==> src/rtl/nand_seq_pkg.sv <==
package nand_seq_pkg;
  typedef enum logic [2:0] {
    OP_READ = 3'd0, OP_PROG = 3'd1, OP_ERASE = 3'd2,
    OP_RESET = 3'd3, OP_STATUS = 3'd4, OP_ID = 3'd5
  } op_e;

  typedef enum logic [1:0] {BK_CMD, BK_ADDR, BK_WR, BK_RD} bus_kind_e;

  localparam logic [7:0] OPC_STATUS = 8'h70;

  function automatic logic [7:0] lead_opc(op_e op);
    case (op)
      OP_READ:   return 8'h00;
      OP_PROG:   return 8'h80;
      OP_ERASE:  return 8'h60;
      OP_RESET:  return 8'hFF;
      OP_STATUS: return OPC_STATUS;
      default:   return 8'h90;
    endcase
  endfunction

  function automatic logic [7:0] confirm_opc(op_e op);
    case (op)
      OP_READ: return 8'h30;
      OP_PROG: return 8'h10;
      default: return 8'hD0;
    endcase
  endfunction

  function automatic int addr_cycles(op_e op);
    case (op)
      OP_READ, OP_PROG: return 5;
      OP_ERASE:         return 3;
      default:          return 1;
    endcase
  endfunction
endpackage

==> src/rtl/nand_bus_cycle.sv <==
module nand_bus_cycle
  import nand_seq_pkg::*;
#(
  parameter int T_SU = 1,
  parameter int T_PW = 2,
  parameter int T_HD = 1
) (
  input  logic      clk_i,
  input  logic      rst_ni,
  input  logic      start_i,
  input  bus_kind_e kind_i,
  input  logic [7:0] byte_i,
  input  logic [7:0] io_i,
  output logic      cle_o,
  output logic      ale_o,
  output logic      we_no,
  output logic      re_no,
  output logic      io_oe_o,
  output logic [7:0] io_o,
  output logic [7:0] rbyte_o,
  output logic      done_o
);
  localparam int TMAX = (T_SU > T_PW) ? ((T_SU > T_HD) ? T_SU : T_HD)
                                      : ((T_PW > T_HD) ? T_PW : T_HD);
  localparam int CW = $clog2(TMAX + 1);

  typedef enum logic [1:0] {PH_IDLE, PH_SU, PH_PW, PH_HD} ph_e;

  ph_e       ph_q;
  logic [CW-1:0] cnt_q;
  bus_kind_e kind_q;
  logic [7:0] byte_q, rbyte_q;

  always_ff @(posedge clk_i or negedge rst_ni) begin
    if (!rst_ni) begin
      ph_q    <= PH_IDLE;
      cnt_q   <= '0;
      kind_q  <= BK_CMD;
      byte_q  <= '0;
      rbyte_q <= '0;
    end else begin
      case (ph_q)
        PH_IDLE: if (start_i) begin
          ph_q   <= PH_SU;
          cnt_q  <= CW'(T_SU - 1);
          kind_q <= kind_i;
          byte_q <= byte_i;
        end
        PH_SU: if (cnt_q == '0) begin
          ph_q  <= PH_PW;
          cnt_q <= CW'(T_PW - 1);
        end else cnt_q <= cnt_q - 1'b1;
        PH_PW: if (cnt_q == '0) begin
          ph_q  <= PH_HD;
          cnt_q <= CW'(T_HD - 1);
          if (kind_q == BK_RD) rbyte_q <= io_i;
        end else cnt_q <= cnt_q - 1'b1;
        default: if (cnt_q == '0) ph_q <= PH_IDLE;
                 else cnt_q <= cnt_q - 1'b1;
      endcase
    end
  end

  wire act = (ph_q != PH_IDLE);
  assign cle_o   = act && (kind_q == BK_CMD);
  assign ale_o   = act && (kind_q == BK_ADDR);
  assign io_oe_o = act && (kind_q != BK_RD);
  assign we_no   = !((ph_q == PH_PW) && (kind_q != BK_RD));
  assign re_no   = !((ph_q == PH_PW) && (kind_q == BK_RD));
  assign io_o    = byte_q;
  assign rbyte_o = rbyte_q;
  assign done_o  = (ph_q == PH_HD) && (cnt_q == '0);
endmodule

==> src/rtl/nand_rb_wait.sv <==
module nand_rb_wait #(
  parameter int WD_W = 20
) (
  input  logic            clk_i,
  input  logic            rst_ni,
  input  logic            start_i,
  input  logic            rb_i,
  input  logic [WD_W-1:0] limit_i,
  output logic            done_o,
  output logic            tmo_o
);
  typedef enum logic [1:0] {W_IDLE, W_LOW, W_HIGH} wph_e;

  wph_e            ph_q;
  logic [WD_W-1:0] cnt_q;
  logic [1:0]      rb_s;

  wire rb    = rb_s[1];
  wire limit = (cnt_q >= limit_i);

  always_ff @(posedge clk_i or negedge rst_ni) begin
    if (!rst_ni) rb_s <= 2'b11;
    else         rb_s <= {rb_s[0], rb_i};
  end

  always_ff @(posedge clk_i or negedge rst_ni) begin
    if (!rst_ni) begin
      ph_q  <= W_IDLE;
      cnt_q <= '0;
    end else begin
      case (ph_q)
        W_IDLE: if (start_i) begin
          ph_q  <= W_LOW;
          cnt_q <= '0;
        end
        W_LOW: begin
          cnt_q <= cnt_q + 1'b1;
          if (limit)   ph_q <= W_IDLE;
          else if (!rb) ph_q <= W_HIGH;
        end
        default: begin
          cnt_q <= cnt_q + 1'b1;
          if (limit || rb) ph_q <= W_IDLE;
        end
      endcase
    end
  end

  assign tmo_o  = (ph_q != W_IDLE) && limit;
  assign done_o = (ph_q == W_HIGH) && rb && !limit;
endmodule

==> src/rtl/nand_seq.sv <==
module nand_seq
  import nand_seq_pkg::*;
#(
  parameter int T_SU  = 1,
  parameter int T_PW  = 2,
  parameter int T_HD  = 1,
  parameter int T_ADL = 3,
  parameter int LEN_W = 12,
  parameter int WD_W  = 20
) (
  input  logic             clk_i,
  input  logic             rst_ni,
  input  logic             req_i,
  input  logic [2:0]       op_i,
  input  logic [23:0]      row_i,
  input  logic [15:0]      col_i,
  input  logic [LEN_W-1:0] len_i,
  input  logic [WD_W-1:0]  wdog_limit_i,
  input  logic [7:0]       wdata_i,
  output logic             wdata_ack_o,
  output logic [7:0]       rdata_o,
  output logic             rdata_vld_o,
  output logic             busy_o,
  output logic             done_o,
  output logic             fail_o,
  output logic             timeout_o,
  output logic             ce_no,
  output logic             cle_o,
  output logic             ale_o,
  output logic             we_no,
  output logic             re_no,
  output logic [7:0]       io_o,
  output logic             io_oe_o,
  input  logic [7:0]       io_i,
  input  logic             rb_i
);
  localparam int AW = $clog2(T_ADL + 1);

  typedef enum logic [3:0] {
    S_IDLE, S_CMD1, S_ADDR, S_CMD2, S_ADL, S_WDATA,
    S_WAIT, S_STCMD, S_STRD, S_RDATA, S_FIN
  } st_e;

  st_e              st_q;
  op_e              op_q;
  logic [23:0]      row_q;
  logic [15:0]      col_q;
  logic [LEN_W-1:0] len_q, idx_q;
  logic [AW-1:0]    adl_q;
  logic             launched_q, fail_q, tmo_q;

  logic       cyc_start, cyc_done, wait_start, wait_done, wait_tmo;
  bus_kind_e  cyc_kind;
  logic [7:0] cyc_byte, addr_byte, cyc_rbyte;
  logic [2:0] aidx;

  wire last_data = (idx_q == len_q - LEN_W'(1));
  wire last_addr = (idx_q == LEN_W'(addr_cycles(op_q) - 1));
  wire len_zero  = (len_q == '0);

  always_comb begin
    aidx = (op_q == OP_ERASE) ? idx_q[2:0] + 3'd2 : idx_q[2:0];
    case (aidx)
      3'd0:    addr_byte = col_q[7:0];
      3'd1:    addr_byte = col_q[15:8];
      3'd2:    addr_byte = row_q[7:0];
      3'd3:    addr_byte = row_q[15:8];
      default: addr_byte = row_q[23:16];
    endcase
    if (op_q == OP_ID) addr_byte = 8'h00;
  end

  always_comb begin
    cyc_kind = BK_RD;
    cyc_byte = 8'h00;
    case (st_q)
      S_CMD1:  begin cyc_kind = BK_CMD;  cyc_byte = lead_opc(op_q);    end
      S_ADDR:  begin cyc_kind = BK_ADDR; cyc_byte = addr_byte;         end
      S_CMD2:  begin cyc_kind = BK_CMD;  cyc_byte = confirm_opc(op_q); end
      S_WDATA: begin cyc_kind = BK_WR;   cyc_byte = wdata_i;           end
      S_STCMD: begin cyc_kind = BK_CMD;  cyc_byte = OPC_STATUS;        end
      default: ;
    endcase
  end

  wire issuing = st_q inside {S_CMD1, S_ADDR, S_CMD2, S_WDATA, S_STCMD, S_STRD, S_RDATA};
  assign cyc_start  = issuing && !launched_q;
  assign wait_start = (st_q == S_WAIT) && !launched_q;

  always_ff @(posedge clk_i or negedge rst_ni) begin
    if (!rst_ni) begin
      st_q <= S_IDLE; op_q <= OP_READ; row_q <= '0; col_q <= '0;
      len_q <= '0; idx_q <= '0; adl_q <= '0;
      launched_q <= 1'b0; fail_q <= 1'b0; tmo_q <= 1'b0;
    end else begin
      if (cyc_start || wait_start) launched_q <= 1'b1;
      case (st_q)
        S_IDLE: if (req_i) begin
          op_q <= op_e'(op_i); row_q <= row_i; col_q <= col_i; len_q <= len_i;
          fail_q <= 1'b0; tmo_q <= 1'b0; idx_q <= '0; launched_q <= 1'b0;
          st_q <= S_CMD1;
        end
        S_CMD1: if (cyc_done) begin
          launched_q <= 1'b0;
          idx_q <= '0;
          case (op_q)
            OP_RESET:  st_q <= S_WAIT;
            OP_STATUS: st_q <= S_STRD;
            default:   st_q <= S_ADDR;
          endcase
        end
        S_ADDR: if (cyc_done) begin
          launched_q <= 1'b0;
          if (last_addr) begin
            idx_q <= '0;
            adl_q <= '0;
            case (op_q)
              OP_PROG: st_q <= S_ADL;
              OP_ID:   st_q <= len_zero ? S_FIN : S_RDATA;
              default: st_q <= S_CMD2;
            endcase
          end else idx_q <= idx_q + 1'b1;
        end
        S_ADL: if (adl_q == AW'(T_ADL - 1)) st_q <= len_zero ? S_CMD2 : S_WDATA;
               else adl_q <= adl_q + 1'b1;
        S_WDATA: if (cyc_done) begin
          launched_q <= 1'b0;
          if (last_data) st_q <= S_CMD2;
          else idx_q <= idx_q + 1'b1;
        end
        S_CMD2: if (cyc_done) begin launched_q <= 1'b0; st_q <= S_WAIT; end
        S_WAIT: if (wait_tmo) begin
          tmo_q <= 1'b1;
          st_q  <= S_FIN;
        end else if (wait_done) begin
          launched_q <= 1'b0;
          idx_q <= '0;
          case (op_q)
            OP_READ:           st_q <= len_zero ? S_FIN : S_RDATA;
            OP_PROG, OP_ERASE: st_q <= S_STCMD;
            default:           st_q <= S_FIN;
          endcase
        end
        S_STCMD: if (cyc_done) begin launched_q <= 1'b0; st_q <= S_STRD; end
        S_STRD: if (cyc_done) begin
          if (op_q != OP_STATUS) fail_q <= cyc_rbyte[0];
          st_q <= S_FIN;
        end
        S_RDATA: if (cyc_done) begin
          launched_q <= 1'b0;
          if (last_data) st_q <= S_FIN;
          else idx_q <= idx_q + 1'b1;
        end
        default: st_q <= S_IDLE;
      endcase
    end
  end

  nand_bus_cycle #(.T_SU(T_SU), .T_PW(T_PW), .T_HD(T_HD)) u_cyc (
    .clk_i, .rst_ni,
    .start_i (cyc_start),
    .kind_i  (cyc_kind),
    .byte_i  (cyc_byte),
    .io_i,
    .cle_o, .ale_o, .we_no, .re_no, .io_oe_o, .io_o,
    .rbyte_o (cyc_rbyte),
    .done_o  (cyc_done)
  );

  nand_rb_wait #(.WD_W(WD_W)) u_wait (
    .clk_i, .rst_ni,
    .start_i (wait_start),
    .rb_i,
    .limit_i (wdog_limit_i),
    .done_o  (wait_done),
    .tmo_o   (wait_tmo)
  );

  assign ce_no       = (st_q == S_IDLE);
  assign busy_o      = (st_q != S_IDLE);
  assign done_o      = (st_q == S_FIN);
  assign fail_o      = fail_q;
  assign timeout_o   = tmo_q;
  assign wdata_ack_o = (st_q == S_WDATA) && cyc_done;
  assign rdata_vld_o = cyc_done && ((st_q == S_RDATA) || (st_q == S_STRD && op_q == OP_STATUS));
  assign rdata_o     = cyc_rbyte;
endmodule

==> config.mk <==
export PLATFORM = sky130hd
export DESIGN_NAME = nand_seq
export DESIGN_NICKNAME = d
export VERILOG_FILES = /design/src/rtl/nand_seq_pkg.sv /design/src/rtl/nand_bus_cycle.sv /design/src/rtl/nand_rb_wait.sv /design/src/rtl/nand_seq.sv
export SDC_FILE = /design/constraint.sdc
export NUM_CORES = 1
export LEC_CHECK = 0
export ABC_AREA = 0
export BUFFER_PORTS_ARGS = -buffer_cell sky130_fd_sc_hd__clkbuf_2
export CAP_MARGIN = 15
export CORE_UTILIZATION = 37
export CTS_BUF_LIST = sky130_fd_sc_hd__clkbuf_2
export CTS_CLUSTER_DIAMETER = 120
export DETAILED_ROUTE_END_ITERATION = 10
export PLACE_DENSITY = 0.67
export SLEW_MARGIN = 20
export SYNTH_ARGS = -nofsm -noshare
export SYNTH_HDL_FRONTEND = slang
export SYNTH_SLANG_ARGS = --single-unit
==> constraint.sdc <==
create_clock -name clk_i -period 3.47 [get_ports clk_i]
set_clock_uncertainty 0.1 [all_clocks]
set_input_delay 0.5205 -clock clk_i [delete_from_list [all_inputs] [get_ports clk_i]]
set_output_delay 0.5205 -clock clk_i [all_outputs]
set_load 0.03 [all_outputs]
== After elaboration in Yosys (flattened, before gate mapping) ==
Index checks and enable logic that the tools add are counted.
Widths: inputs -> output; s select.
Storage, ports and cells
  input bits: 95
  word-level logic and storage cells: 207
  output and inout port bits: 28
  flip-flop bits (word level): 122
Cells by class
  muxes and demuxes: 70
  order comparisons: 1
  reduce and logical (&&, ||, !) cells: 55
  eq/ne operators: 56
  add/subtract/negate cells: 7
Operators by type and width (number)
  $mux 12: 8
  $pmux 8 s5: 2
  $pmux 12 s5: 1
  $mux 4: 14
  $mux 20: 2
  $pmux 4 s10: 1
  $ne 2x2->1 const B: 19
  $mux 2: 16
  $pmux 8 s4: 1
  $eq 12x12->1: 2
  $pmux 4 s2: 3
  $add 20x1->20 const B: 1
  $ge 20x20->1: 1
  $pmux 2 s3: 3
  $eq 4x3->1 const B: 4
  $pmux 8 s2: 1
  $logic_and 1x1->1: 14
  $reduce_and 13->1: 1
  $add 12x1->12 const B: 1
  $eq 3x2->1 const B: 4
  $eq 4x4->1 const B: 3
  $logic_not 12->1: 1
  $reduce_and 4->1: 3
  $reduce_bool 2->1: 6
  other kinds (37): 77

== Longest topological paths before layout ==
Gate-level depths: netlist of run 1.
  word-level depth: 8
  mapped depth: 11
  mapped depth without buffers: 9

== Hierarchy ==
Synthesis of run 1 repeated with hierarchy kept, for this count alone.
Second synthesis, totals
  cell total of the unflattened synthesis: 723
  area, all modules: 7477.2 um^2
Modules (own cells, without submodules)
  nand_seq: sequential area each 1901.8 um^2, cells each 443, instances 1, area an instance 4653.2 um^2
  nand_rb_wait: sequential area each 603.1 um^2, cells each 199, instances 1, area an instance 1692.9 um^2
  nand_bus_cycle: sequential area each 550.5 um^2, cells each 81, instances 1, area an instance 1131.1 um^2

== Worst setup path after synthesis of run 1 ==
Ideal clock, no wire load.
  path type: input-to-reg
  start: input wdog_limit_i[18]
  end: register idx_q[0]
  setup time: 95 ps
  slack: 811 ps
  data arrival time: 2463 ps
  data required time: 3275 ps
  cell stages on the path: 9
  path buffers: 1
  cell sequence: inv_1 -> ha_1 -> nand4_1 -> or4_1 -> o21a_1 -> a21oi_1 -> clkbuf_1 -> o21ai_0 -> o31ai_1
Between the ends
  cells in the longest elaborated chain, start to end: 5
  elaborated cells on any way between the ends: 7
  those cells by class: order compare (1); eq/ne (2); reduce/logical (4)
Ends and longest elaborated chain
  from (decl): line nand_seq.sv:18  | input logic [WD_W-1:0] wdog_limit_i,
  $ge 20x20->1 (*): line nand_rb_wait.sv:19  | wire limit = (cnt_q >= limit_i);
  $logic_not 1->1: line nand_rb_wait.sv:50  | assign done_o = (ph_q == W_HIGH) && rb && !limit;
  $logic_and 1x1->1: line nand_rb_wait.sv:50
  $ne 2x1->1 (no line)
  $reduce_and 8->1 (no line) (*)
  to (signal assigned): line nand_seq.sv:122  | end else idx_q <= idx_q + 1'b1;
  to (signal assigned): line nand_seq.sv:129  | else idx_q <= idx_q + 1'b1;
  to (signal assigned): line nand_seq.sv:152  | else idx_q <= idx_q + 1'b1;
  to (decl): line nand_seq.sv:48  | logic [LEN_W-1:0] len_q, idx_q;
Mark *: on every way between the ends. The rest lies on a longest branch, timed or not.
A chain may end at the register's enable or synchronous reset.

== Worst setup path in the final report of run 1 ==
  start: register st_q[3]
  end: output rdata_vld_o
Between the ends
  cells in the longest elaborated chain, start to end: 4
  elaborated cells on any way between the ends: 5
  those cells by class: eq/ne (2); reduce/logical (3)
Ends and longest elaborated chain
  from (decl): line nand_seq.sv:44  | st_e st_q;
  from (signal assigned): line nand_seq.sv:119  | OP_ID: st_q <= len_zero ? S_FIN : S_RDATA;
  from (signal assigned): line nand_seq.sv:124  | S_ADL: if (adl_q == AW'(T_ADL - 1)) st_q <= len_zero ? S_CMD2 : S_WDATA;
  from (signal assigned): line nand_seq.sv:139  | OP_READ: st_q <= len_zero ? S_FIN : S_RDATA;
  $eq 4x4->1: line nand_seq.sv:185  | assign rdata_vld_o = cyc_done && ((st_q == S_RDATA) || (st_q == S_STRD && op_q == OP_STATUS));
  $logic_and 1x1->1: line nand_seq.sv:185
  $logic_or 1x1->1 (*): line nand_seq.sv:185
  $logic_and 1x1->1 (*): line nand_seq.sv:185
  to (decl): line nand_seq.sv:22  | output logic rdata_vld_o,
Marks and branches as above.

==> metrics.cfg, run 1 <==
[power_and_ir_drop]
internal_power_w=0.00384
combPwrFrac=0.487
power_density_nw_per_um2=743
p_clk_frac=0.147
vdd_ir_drop_max_v=0.000512
leakagePower_nw=4.18
swShare=0.431
p_seq_frac=0.366
p_sw_w=0.00290

[cts]
root_buffer=clkbuf_2
clk_path_buf_depth=2
insertion_delay_ns=0.71
tritoncts=done
clock-sinks=122
cts.htree.levels=4
cts_buffers=17
clk_pin_slew_ns=0.20
post_cts_buffers=0

[timing]
max-slew-margin-rel=0.441
fin_worst_hold_slack_ns=0.0417
slew_violations=0
hold_violations=0
fmax_mhz=318
fin_setup_tns_ns=0
rsz0062_at_grt=no
fin_crit_sh=0.908
tightestPinTransition_ns=0.832
setup_ws_ns=0.321
finalCriticalPeriod_ns=3.15
setup_viol=0

[cells_and_area]
num_antenna_cells=0
drive_gt1_frac=0.280
nFillCells=1723
nets=1035
stdcell_area_um2=9070
area_growth_pct=26.6

[grt]
overflow=0
grt_pass1_vias=6064
grt_first_pass_wirelength_um=30200
antenna_found_initial=0
grt_use_total=0.191
grt_max_degree=56

[synthesis]
ys_ff_latch=122
synthCells=715
syn_area_per_cell_um2=10.0
synth_top_area_frac=0.419
ys_types=66
synth_most_common_cell=dfrtp_1
synthTopCellsByCount=dfrtp_1, mux2_2, nand2_1, o21ai_0
yosysSeqAreaShare=0.427
syn_nets=844
synth-edff-count=0
synthTopCellsByArea=dfrtp_1, mux2_2, ha_1, o21ai_0, mux2i_1
netlist_area_um2=7160
yosysWarnings=0
ys.flop_type=dfrtp_1
synth_top_area_cell=dfrtp_1
synth-async-reset-ratio=1.00

[floorplan]
start_util=0.380
core-area_um2=18800
die_y_um=141
io-pin-count=123
die-area_um2=19900
rows=50
die_w_um=141

[outcome]
outcome=finished, final reports clean

[drt]
dr_wl_met3_um=770
via_per_inst=5.22
drc=0
routedWlPerCell_um=15.4
vias=6156
drtIter0Drc=507
top_layer=met4
drtPass1Iterations=5
dr_wl_met2_um=8970
wl_met1_um=8160
routed_wl_um=18100
ant_nets=0

[worst_setup_path]
r2r_slack_ns=0.50
critical_path_arrival_ns=2.53
r2r_cells=10
crit_type=reg -> out
endpoint_kind=output pin
path_max_fanout=18
r2r-start=len_q[0]
timing.rr.end=idx_q[10]
critPathRequiredTime_ns=2.85
startpoint_type=register
startpoint=st_q[3]

[placement]
dp_hpwl_um=12500
pre_cts_ws_ns=0.492
globalplace.congestion=0.884
io_buffer_count=122
place_area_um2=8100

[worst_hold_path]
hp-class=in -> reg
hold_path_depth=3
holdPathEnd=u_cyc.io_o[2]
hold_start=wdata_i[2]

[job]
maxCapViolCount=0

## flip-flops by register name, summed over array words and instances (netlist names), 3 cells and up
register / cells
row_q: 24
u_cyc.rbyte_o: 8
st_q: 4
u_wait.cnt_q: 20
len_q: 12
idx_q: 12
op_q: 3
u_cyc.io_o: 8
col_q: 16
## worst max path at each step
stage                             end  slack (ns)  depth (start not counted)
after global routing      rdata_vld_o        0.11                          4
after CTS                 rdata_vld_o        0.30                          4
after global placement      idx_q[10]        0.60                         11
after floorplan              idx_q[0]        0.81                          9
after detailed placement    idx_q[10]        0.49                         11
final                     rdata_vld_o        0.32                          4
## through the flow
stage	total power [W]	cells	util
5_1_grt	0.00723	1179	0.482
3_5_place_dp	0.00568	1076	0.430
3_3_place_gp	0.00559	1076	0.430
4_1_cts	0.00673	1179	0.482
6_report	0.00674	1179	0.482
2_1_floorplan	0.00479	715	-
## cell families (layout without fill, tap and decap cells)
logic type	Yosys count	in the layout	share of synthesized area
simple gates	215	215	0.155
fa+ha+maj	34	34	0.0594
mux	94	94	0.157
compound gates	158	158	0.140
flops	122	122	0.427
buf+inv	73	277	0.0390
xor+xnor	19	19	0.0232
## cells in the final DEF (no fill, tap or decap), types with 9 or more instances in the layout
cell type | synthesis | routed
a21oi_1 | 35 | 34
buf_4 | 0 | 13
clkbuf_2 | 0 | 138
dfrtp_1 | 120 | 120
dlygate4sd3_1 | 0 | 71
ha_1 | 34 | 34
inv_1 | 36 | 36
mux2_2 | 65 | 65
mux2i_1 | 21 | 21
nand2_1 | 56 | 55
nand3_1 | 30 | 30
nand4_1 | 16 | 16
nor2_1 | 36 | 36
nor3_1 | 26 | 26
o21ai_0 | 53 | 53
o21bai_1 | 9 | 9
xnor2_1 | 11 | 11
## power groups by stage
stage | clock network [W] | logic (W) | registers [W]
final | 0.000994 | 0.00328 | 0.00247
after global placement | 0 | 0.00314 | 0.00245
after global routing | 0.00108 | 0.00361 | 0.00254
after CTS | 0.00101 | 0.00327 | 0.00245
after floorplan | 0 | 0.00235 | 0.00244
after detailed placement | 0 | 0.00319 | 0.00248
## critical path, stage by stage (launching register included)
cell and delay (ns):
dfrtp_1 0.74, nand2b_1 0.22, or2_2 0.38, nor3_1 0.22
clkbuf_2 0.26
## what timing repair did
action                                 in CTS  in global routing
hold buffers                               71                  0
resized for setup                           0                  0
endpoints found under the hold margin     109                  0
## per-layer routing
metal,GRT usage,vias to the layer above
met3,0.0408,20
li1,-,3014
met1,0.246,2966
met2,0.319,156
met5,0,-
met4,0.0635,0
## final cells by class
cell class	instances	area (um2)	area share
Clock inverter	15	173	0.0190
Timing Repair Buffer	207	1450	0.160
Clock buffer	17	85.1	0.00938
Sequential cell	122	3060	0.337
Multi-Input combinational cell	520	3830	0.423
Inverter	38	143	0.0157
Tap cell	260	325	0.0359
Power figures use the tool's default switching activity.
==> run 2, diff against run 1 <==
--- a/config.mk
+++ b/config.mk
@@ -12,8 +12,9 @@
 export CTS_BUF_LIST = sky130_fd_sc_hd__clkbuf_2
 export CTS_CLUSTER_DIAMETER = 120
 export DETAILED_ROUTE_END_ITERATION = 10
-export PLACE_DENSITY = 0.67
+export PLACE_DENSITY = 0.66
 export SLEW_MARGIN = 20
 export SYNTH_ARGS = -nofsm -noshare
 export SYNTH_HDL_FRONTEND = slang
+export SYNTH_HIERARCHICAL = 1
 export SYNTH_SLANG_ARGS = --single-unit
==> run 2 against run 1 <==
  * The run now ends with negative setup slack left
  * Sequential power hardly changed
  * Via count is 2.9% higher
  * Die area is 4.3% higher
  * Synthesized cell count is 1.1% higher
  * Wire length is 2.1% higher
  * Combinational power is 16% higher
  * Synthesized area is 4.4% higher
  * Non-clock buffer count is 22 higher
  * Register-to-register slack worse by 0.53 ns
  * Critical endpoint is now idx_q[3]
  * Highest routed layer unchanged
==> metrics.cfg, run 2 <==
[grt]
grt_use_total=0.183  ; -0.00843
grt_pass1_vias=5926  ; -2.3%
grt_max_degree=64  ; +14%
overflow=0  ; unchanged
grt_first_pass_wirelength_um=29200  ; -3.3%
antenna_found_initial=1  ; +1

[drt]
routed_wl_um=18500  ; +2.1%
ant_nets=0  ; unchanged
via_per_inst=5.19  ; -0.57%
vias=6334  ; +2.9%
drc=0  ; unchanged
routedWlPerCell_um=15.2  ; -1.3%
drtPass1Iterations=6  ; +1
drtIter0Drc=270  ; -47%

[placement]
globalplace.congestion=0.860  ; -2.7%
place_inst=1109  ; +3.1%
dp_hpwl_um=12900  ; +2.6%
io_buffer_count=122  ; unchanged

[synthesis]
synth_top_area_frac=0.402  ; -0.0176
synth_xor_area_frac=0.0286  ; +0.00538
synthTopCellsByCount=dfrtp_1, mux2_2, nand2_1, o21ai_0, nor2_1
synthAdderAreaFrac=0.0602  ; +0.000852
synthMuxAreaShare=0.166  ; +0.00982
synthTopCellsByArea=dfrtp_1, mux2_2, ha_1, nand2_1, o21ai_0
synth-edff-count=0  ; unchanged
synth_most_common_cell=dfrtp_1
netlist_area_um2=7480  ; +4.4%
synth-compound-area-share=0.139  ; -0.000522
ys_types=87  ; +32%
ys_ff_latch=122  ; unchanged
synth_top_area_cell=dfrtp_1
yosysSeqAreaShare=0.409  ; -0.0179
syn_nets=854  ; +1.2%
syn_area_per_cell_um2=10.3  ; +3.2%
synth-simple-area-share=0.158  ; +0.00235
synthCells=723  ; +1.1%
synth-async-reset-ratio=1.00  ; unchanged
synth_top_family_by_area=multiplexers
ys.flop_type=dfrtp_1
yosysWarnings=6  ; +6

[timing]
fin_worst_hold_slack_ns=0.146  ; +0.105 ns
fin_setup_tns_ns=-0.0290  ; -0.0290 ns
hold_violations=0  ; unchanged
max-slew-margin-rel=0.499  ; +0.0575
setup_ws_ns=-0.0290  ; -0.350 ns
finalCriticalPeriod_ns=3.50  ; +0.350 ns
tightestPinTransition_ns=0.746  ; -0.0859 ns
slew_violations=0  ; unchanged
fin_crit_sh=1.01  ; +0.101
rsz0062_at_grt=yes
setup_viol=1  ; +1
fmax_mhz=286  ; -10%

[cts]
tritoncts=done
root_buffer=clkbuf_2
cts.htree.levels=4  ; unchanged
insertion_delay_ns=0.69  ; -0.02 ns
cts_buffers=17  ; unchanged
clk_path_buf_depth=2  ; unchanged
clock-sinks=122  ; unchanged
clk_pin_slew_ns=0.20  ; about the same

[floorplan]
die-area_um2=20800  ; +4.3%
core-area_um2=19700  ; +4.4%
die_y_um=144  ; +2.1%
rows=51  ; +2.0%
io-pin-count=123  ; unchanged
start_util=0.380  ; about the same
die_w_um=144  ; +2.1%

[power_and_ir_drop]
swShare=0.423  ; -0.00762
vdd_ir_drop_max_v=0.000380  ; -26%
leakagePower_nw=4.50  ; +7.7%
p_clk_frac=0.135  ; -0.012
p_sw_w=0.00307  ; +5.7%
combPwrFrac=0.525  ; +0.038
internal_power_w=0.00418  ; +9.0%
p_seq_frac=0.340  ; -0.026
power_density_nw_per_um2=752  ; +1.1%

[cells_and_area]
fin_cells=1220  ; +3.5%
final_common_cell=clkbuf_2
nFillCells=1874  ; +8.8%
largest_register_ffs=24  ; unchanged
drive_gt1_frac=0.332  ; +0.0519
area_growth_pct=29.0
layout_common_cells=clkbuf_2, dfrtp_1, mux2_2, dlygate4sd3_1, nand2_1
top_register=row_q
top_regs=row_q (24), u_wait/cnt_q (20), col_q (16)
nets=1072  ; +3.6%

[worst_hold_path]
holdPathEnd=fail_o
hold_path_depth=3  ; unchanged
hp-class=in -> reg
hold_start=req_i

[worst_setup_path]
crit_type=reg -> reg
timing.rr.end=idx_q[3]
startpoint_type=register
r2r_slack_ns=-0.03  ; -0.53 ns
path_max_fanout=3  ; -15
r2r_cells=15  ; +5
endpoint_kind=register
critPathRequiredTime_ns=4.00  ; +1.15 ns
r2r-start=u_wait/cnt_q[0]
critical_path_arrival_ns=4.03  ; +1.50 ns

[job]
maxCapViolCount=0  ; unchanged

[outcome]
outcome=finished with violations
failed_checks=negative setup slack

-- run 2: worst max-delay path: stages, from the launching register on --
cell      delay [ns]
dfrtp_1         0.40
inv_1           0.04
ha_1            0.26
or2b_1          0.23
a31oi_2         0.21
o221ai_2        0.14
a311o_2         0.41
and2_4          0.15
inv_2           0.05
a21o_1          0.12
o21ai_2         0.06
nand4b_1        0.28
buf_4           0.21
buf_4           0.14
or4_4           0.48
o211ai_2        0.16
-- run 2: kinds of logic (layout without fill, tap and decap cells) --
family / count (synthesis) / in the layout
XOR/XNOR: 22 / 22
flip-flops: 122 / 122
AO/OA/AOI/OAI: 155 / 156
buffers and inverters: 68 / 297
AND/OR/NAND/NOR: 217 / 217
other: 0 / 2
multiplexers: 103 / 103
adder cells (fa/ha/maj): 36 / 36
-- run 2: metal layers --
metal,up-vias,GRT usage,share of wire
met2,152,0.307,0.49
li1,3088,-,-
met3,22,0.0464,0.042
met1,3072,0.231,0.46
met4,0,0.0526,0.013
met5,-,0,0
-- run 2: metrics by stage --
step	setup slack, ns	power, W	area, um2	utilization
6_report	-0.0290	0.00725	9650	0.491
4_1_cts	-0.0416	0.00718	9560	0.486
5_1_grt	-0.139	0.00778	9650	0.491
3_3_place_gp	-0.241	0.00597	8540	0.434
3_5_place_dp	-0.335	0.00604	8540	0.434
2_1_floorplan	0.000417	0.00510	7500	-
-- run 2: worst max-delay path by stage --
stage / from / depth (start not counted) / end / slack, ns
final: u_wait/cnt_q[0] / 15 / idx_q[3] / -0.03
after global placement: wdog_limit_i[2] / 16 / idx_q[11] / -0.24
after floorplan: wdog_limit_i[2] / 15 / idx_q[9] / 0.0004
after global routing: u_wait/cnt_q[0] / 15 / idx_q[11] / -0.14
after detailed placement: wdog_limit_i[2] / 16 / idx_q[9] / -0.34
after CTS: u_wait/cnt_q[0] / 15 / idx_q[9] / -0.04
-- run 2: repair_timing --
item / CTS / global route
buffers inserted: 4 / 4
endpoints found under the setup margin: 8 / 10
gates cloned: 0 / 1
hold endpoints to repair: 157 / 0
hold buffers: 70 / 0
pin swaps: 6 / 9
gates resized for setup: 4 / 12
-- run 2: cell type report --
| type | instances | area (um2) | area share |
|---|---|---|---|
| Antenna cell | 2 | 5.00 | 0.000519 |
| Clock buffer | 17 | 85.1 | 0.00882 |
| Clock inverter | 14 | 174 | 0.0180 |
| Inverter | 37 | 139 | 0.0144 |
| Multi-Input combinational cell | 534 | 4240 | 0.440 |
| Sequential cell | 122 | 3060 | 0.317 |
| Tap cell | 265 | 332 | 0.0344 |
| Timing Repair Buffer | 229 | 1620 | 0.168 |
-- run 2: power groups by stage --
stage | clock (W) | combinational (W) | sequential (W)
finish | 0.000981 | 0.00381 | 0.00246
global placement | 0 | 0.00350 | 0.00246
detailed placement | 0 | 0.00355 | 0.00249
global route | 0.00108 | 0.00416 | 0.00253
floorplan | 0 | 0.00269 | 0.00242
CTS | 0.00104 | 0.00369 | 0.00245
==> run 3, diff against run 2 <==
--- a/config.mk
+++ b/config.mk
@@ -6,13 +6,15 @@
 export NUM_CORES = 1
 export LEC_CHECK = 0
 export ABC_AREA = 0
-export BUFFER_PORTS_ARGS = -buffer_cell sky130_fd_sc_hd__clkbuf_2
+export BUFFER_PORTS_ARGS = -buffer_cell sky130_fd_sc_hd__buf_2
 export CAP_MARGIN = 15
+export CELL_PAD_IN_SITES_DETAIL_PLACEMENT = 1
+export CELL_PAD_IN_SITES_GLOBAL_PLACEMENT = 1
 export CORE_UTILIZATION = 37
 export CTS_BUF_LIST = sky130_fd_sc_hd__clkbuf_2
 export CTS_CLUSTER_DIAMETER = 120
 export DETAILED_ROUTE_END_ITERATION = 10
-export PLACE_DENSITY = 0.66
+export PLACE_DENSITY = 0.79
 export SLEW_MARGIN = 20
 export SYNTH_ARGS = -nofsm -noshare
 export SYNTH_HDL_FRONTEND = slang
==> run 3 against run 2 <==
  * The flow still finishes with violations (negative setup slack)
  * Cell count grew 0.33%
  * Worst hold slack got worse by 0.037 ns
  * Wire length rose by 20%
  * Critical path type unchanged
  * Critical endpoint is now idx_q[11]
  * Largest cell class unchanged
==> metrics.cfg, run 3 (synthesis results as in run 2) <==
[grt]
grt_max_degree=76  ; +19%
grt_pass1_vias=6852  ; +16%
grt_first_pass_wirelength_um=35600  ; +22%
antenna_found_initial=0  ; -1
grt_use_total=0.222  ; +0.0394
overflow=0  ; unchanged

[outcome]
outcome=finished with violations
failed_checks=negative setup slack

[floorplan]
die-area_um2=20800  ; unchanged
rows=51  ; unchanged
die_y_um=144  ; unchanged
die_w_um=144  ; unchanged
start_util=0.380  ; unchanged
io-pin-count=123  ; unchanged
core-area_um2=19700  ; unchanged

[timing]
finalCriticalPeriod_ns=3.64  ; +0.145 ns
setup_ws_ns=-0.174  ; -0.145 ns
fin_crit_sh=1.05  ; +0.0417
slew_violations=0  ; unchanged
rsz0062_at_grt=yes
fmax_mhz=274  ; -4.0%
setup_viol=8  ; +7
hold_violations=0  ; unchanged
tightestPinTransition_ns=0.862  ; +0.116 ns
max-slew-margin-rel=0.422  ; -0.0764

[drt]
drtPass1Iterations=4  ; -2
routedWlPerCell_um=18.2  ; +20%
drtIter0Drc=332  ; +23%
via_per_inst=5.36  ; +3.2%
routed_wl_um=22300  ; +20%
drc=0  ; unchanged
ant_nets=0  ; unchanged
vias=6560  ; +3.6%

[cells_and_area]
stdcell_area_um2=9670  ; +0.26%
top_regs=row_q (24), u_wait/cnt_q (20), col_q (16)
layout_common_cells=buf_2, dfrtp_1, mux2_2, dlygate4sd3_1, nand2_1
fin_cells=1224  ; +0.33%
nets=1077  ; +0.47%
drive_gt1_frac=0.342  ; +0.0104
top_register=row_q
final_util=0.492  ; +0.00127
num_antenna_cells=0  ; -2
final_common_cell=buf_2
area_growth_pct=29.4
largest_register_ffs=24  ; unchanged

[worst_setup_path]
endpoint_kind=register
r2r_cells=15  ; unchanged
critical_path_arrival_ns=4.23  ; +0.20 ns
path_max_fanout=3  ; unchanged
r2r_slack_ns=-0.17  ; -0.14 ns
r2r-start=u_wait/cnt_q[0]
startpoint_type=register
crit_type=reg -> reg
timing.rr.end=idx_q[11]
critPathRequiredTime_ns=4.05  ; +0.05 ns

[placement]
io_buffer_count=122  ; unchanged
dp_hpwl_um=14800  ; +15%
place_area_um2=8560  ; +0.29%
globalplace.congestion=0.857  ; -0.38%
pre_cts_ws_ns=-0.332  ; +0.00291 ns
place_inst=1114  ; +0.45%

[worst_hold_path]
holdPathEnd=fail_o
hp-class=in -> reg
hold_path_depth=3  ; unchanged
hold_start=req_i

[cts]
clk_pin_slew_ns=0.24  ; +0.04 ns
root_buffer=clkbuf_2
cts.htree.levels=4  ; unchanged
cts_buffers=17  ; unchanged
clock-sinks=122  ; unchanged
insertion_delay_ns=0.75  ; +0.06 ns
tritoncts=done
clk_path_buf_depth=2  ; unchanged

[power_and_ir_drop]
vdd_ir_drop_max_v=0.000347  ; -8.6%
power.total_w=0.00737  ; +1.7%
power_density_nw_per_um2=762  ; +1.4%
leakagePower_nw=4.48  ; -0.37%

[job]
maxCapViolCount=0  ; unchanged

run 3: layout make-up:
type / instances / area, um2
timing repair buffer: 234 / 1640
fill: 2291 / 9980
sequential: 122 / 3060
clock inverter: 15 / 145
clock buffer: 17 / 85.1
tap: 265 / 332
inverter: 37 / 139
multi-input combinational: 534 / 4280
run 3: how the worst max path moves through the flow:
stage                    startpoint   endpoint  slack [ns]  depth (start not counted)
floorplan           wdog_limit_i[2]   idx_q[9]      0.0004                         15
global placement    wdog_limit_i[2]  idx_q[11]       -0.21                         16
detailed placement  wdog_limit_i[2]  idx_q[11]       -0.33                         16
CTS                 u_wait/cnt_q[2]  idx_q[11]       -0.12                         14
global route        u_wait/cnt_q[0]   idx_q[9]       -0.24                         15
finish              u_wait/cnt_q[0]  idx_q[11]       -0.17                         15
run 3: per-stage QoR:
step                TNS (ns)  hold slack [ns]
detailed placement     -2.37            0.252
finish                -0.630            0.109
global route           -1.44           0.0792
global placement       -1.16            0.250
CTS                   -0.279           0.0302
floorplan                  0            0.125
run 3: critical path, cell delays in order (launching register included):
cell,delay (ns)
dfrtp_1,0.44
inv_1,0.07
ha_1,0.22
or2b_1,0.25
a31oi_2,0.24
o221ai_2,0.14
a311o_2,0.44
and2_4,0.16
inv_2,0.05
a21o_1,0.12
o21ai_2,0.06
nand4b_1,0.27
buf_4,0.22
a2111oi_4,0.24
or3b_4,0.44
a21oi_2,0.14
run 3: what timing repair did:
action | in CTS | in global routing
hold buffers | 70 | 0
hold endpoints to repair | 116 | 0
endpoints found under the setup margin | 10 | 13
pin swaps | 5 | 11
resized for setup | 6 | 17
cloned | 0 | 1
setup buffers | 4 | 4
run 3: report_power, final:
group          internal [W]  switching (W)  total (W)
clock network      0.000232       0.000705   0.000938
registers           0.00194       0.000504    0.00244
logic               0.00186        0.00213    0.00400
run 3: layer usage:
metal  up-vias  part of all wire  global-route usage
met4         0             0.011              0.0548
li1       3084                 -                   -
met3        20             0.029              0.0348
met1      3327              0.43               0.275
met5         -                 0                   0
met2       129              0.53               0.402
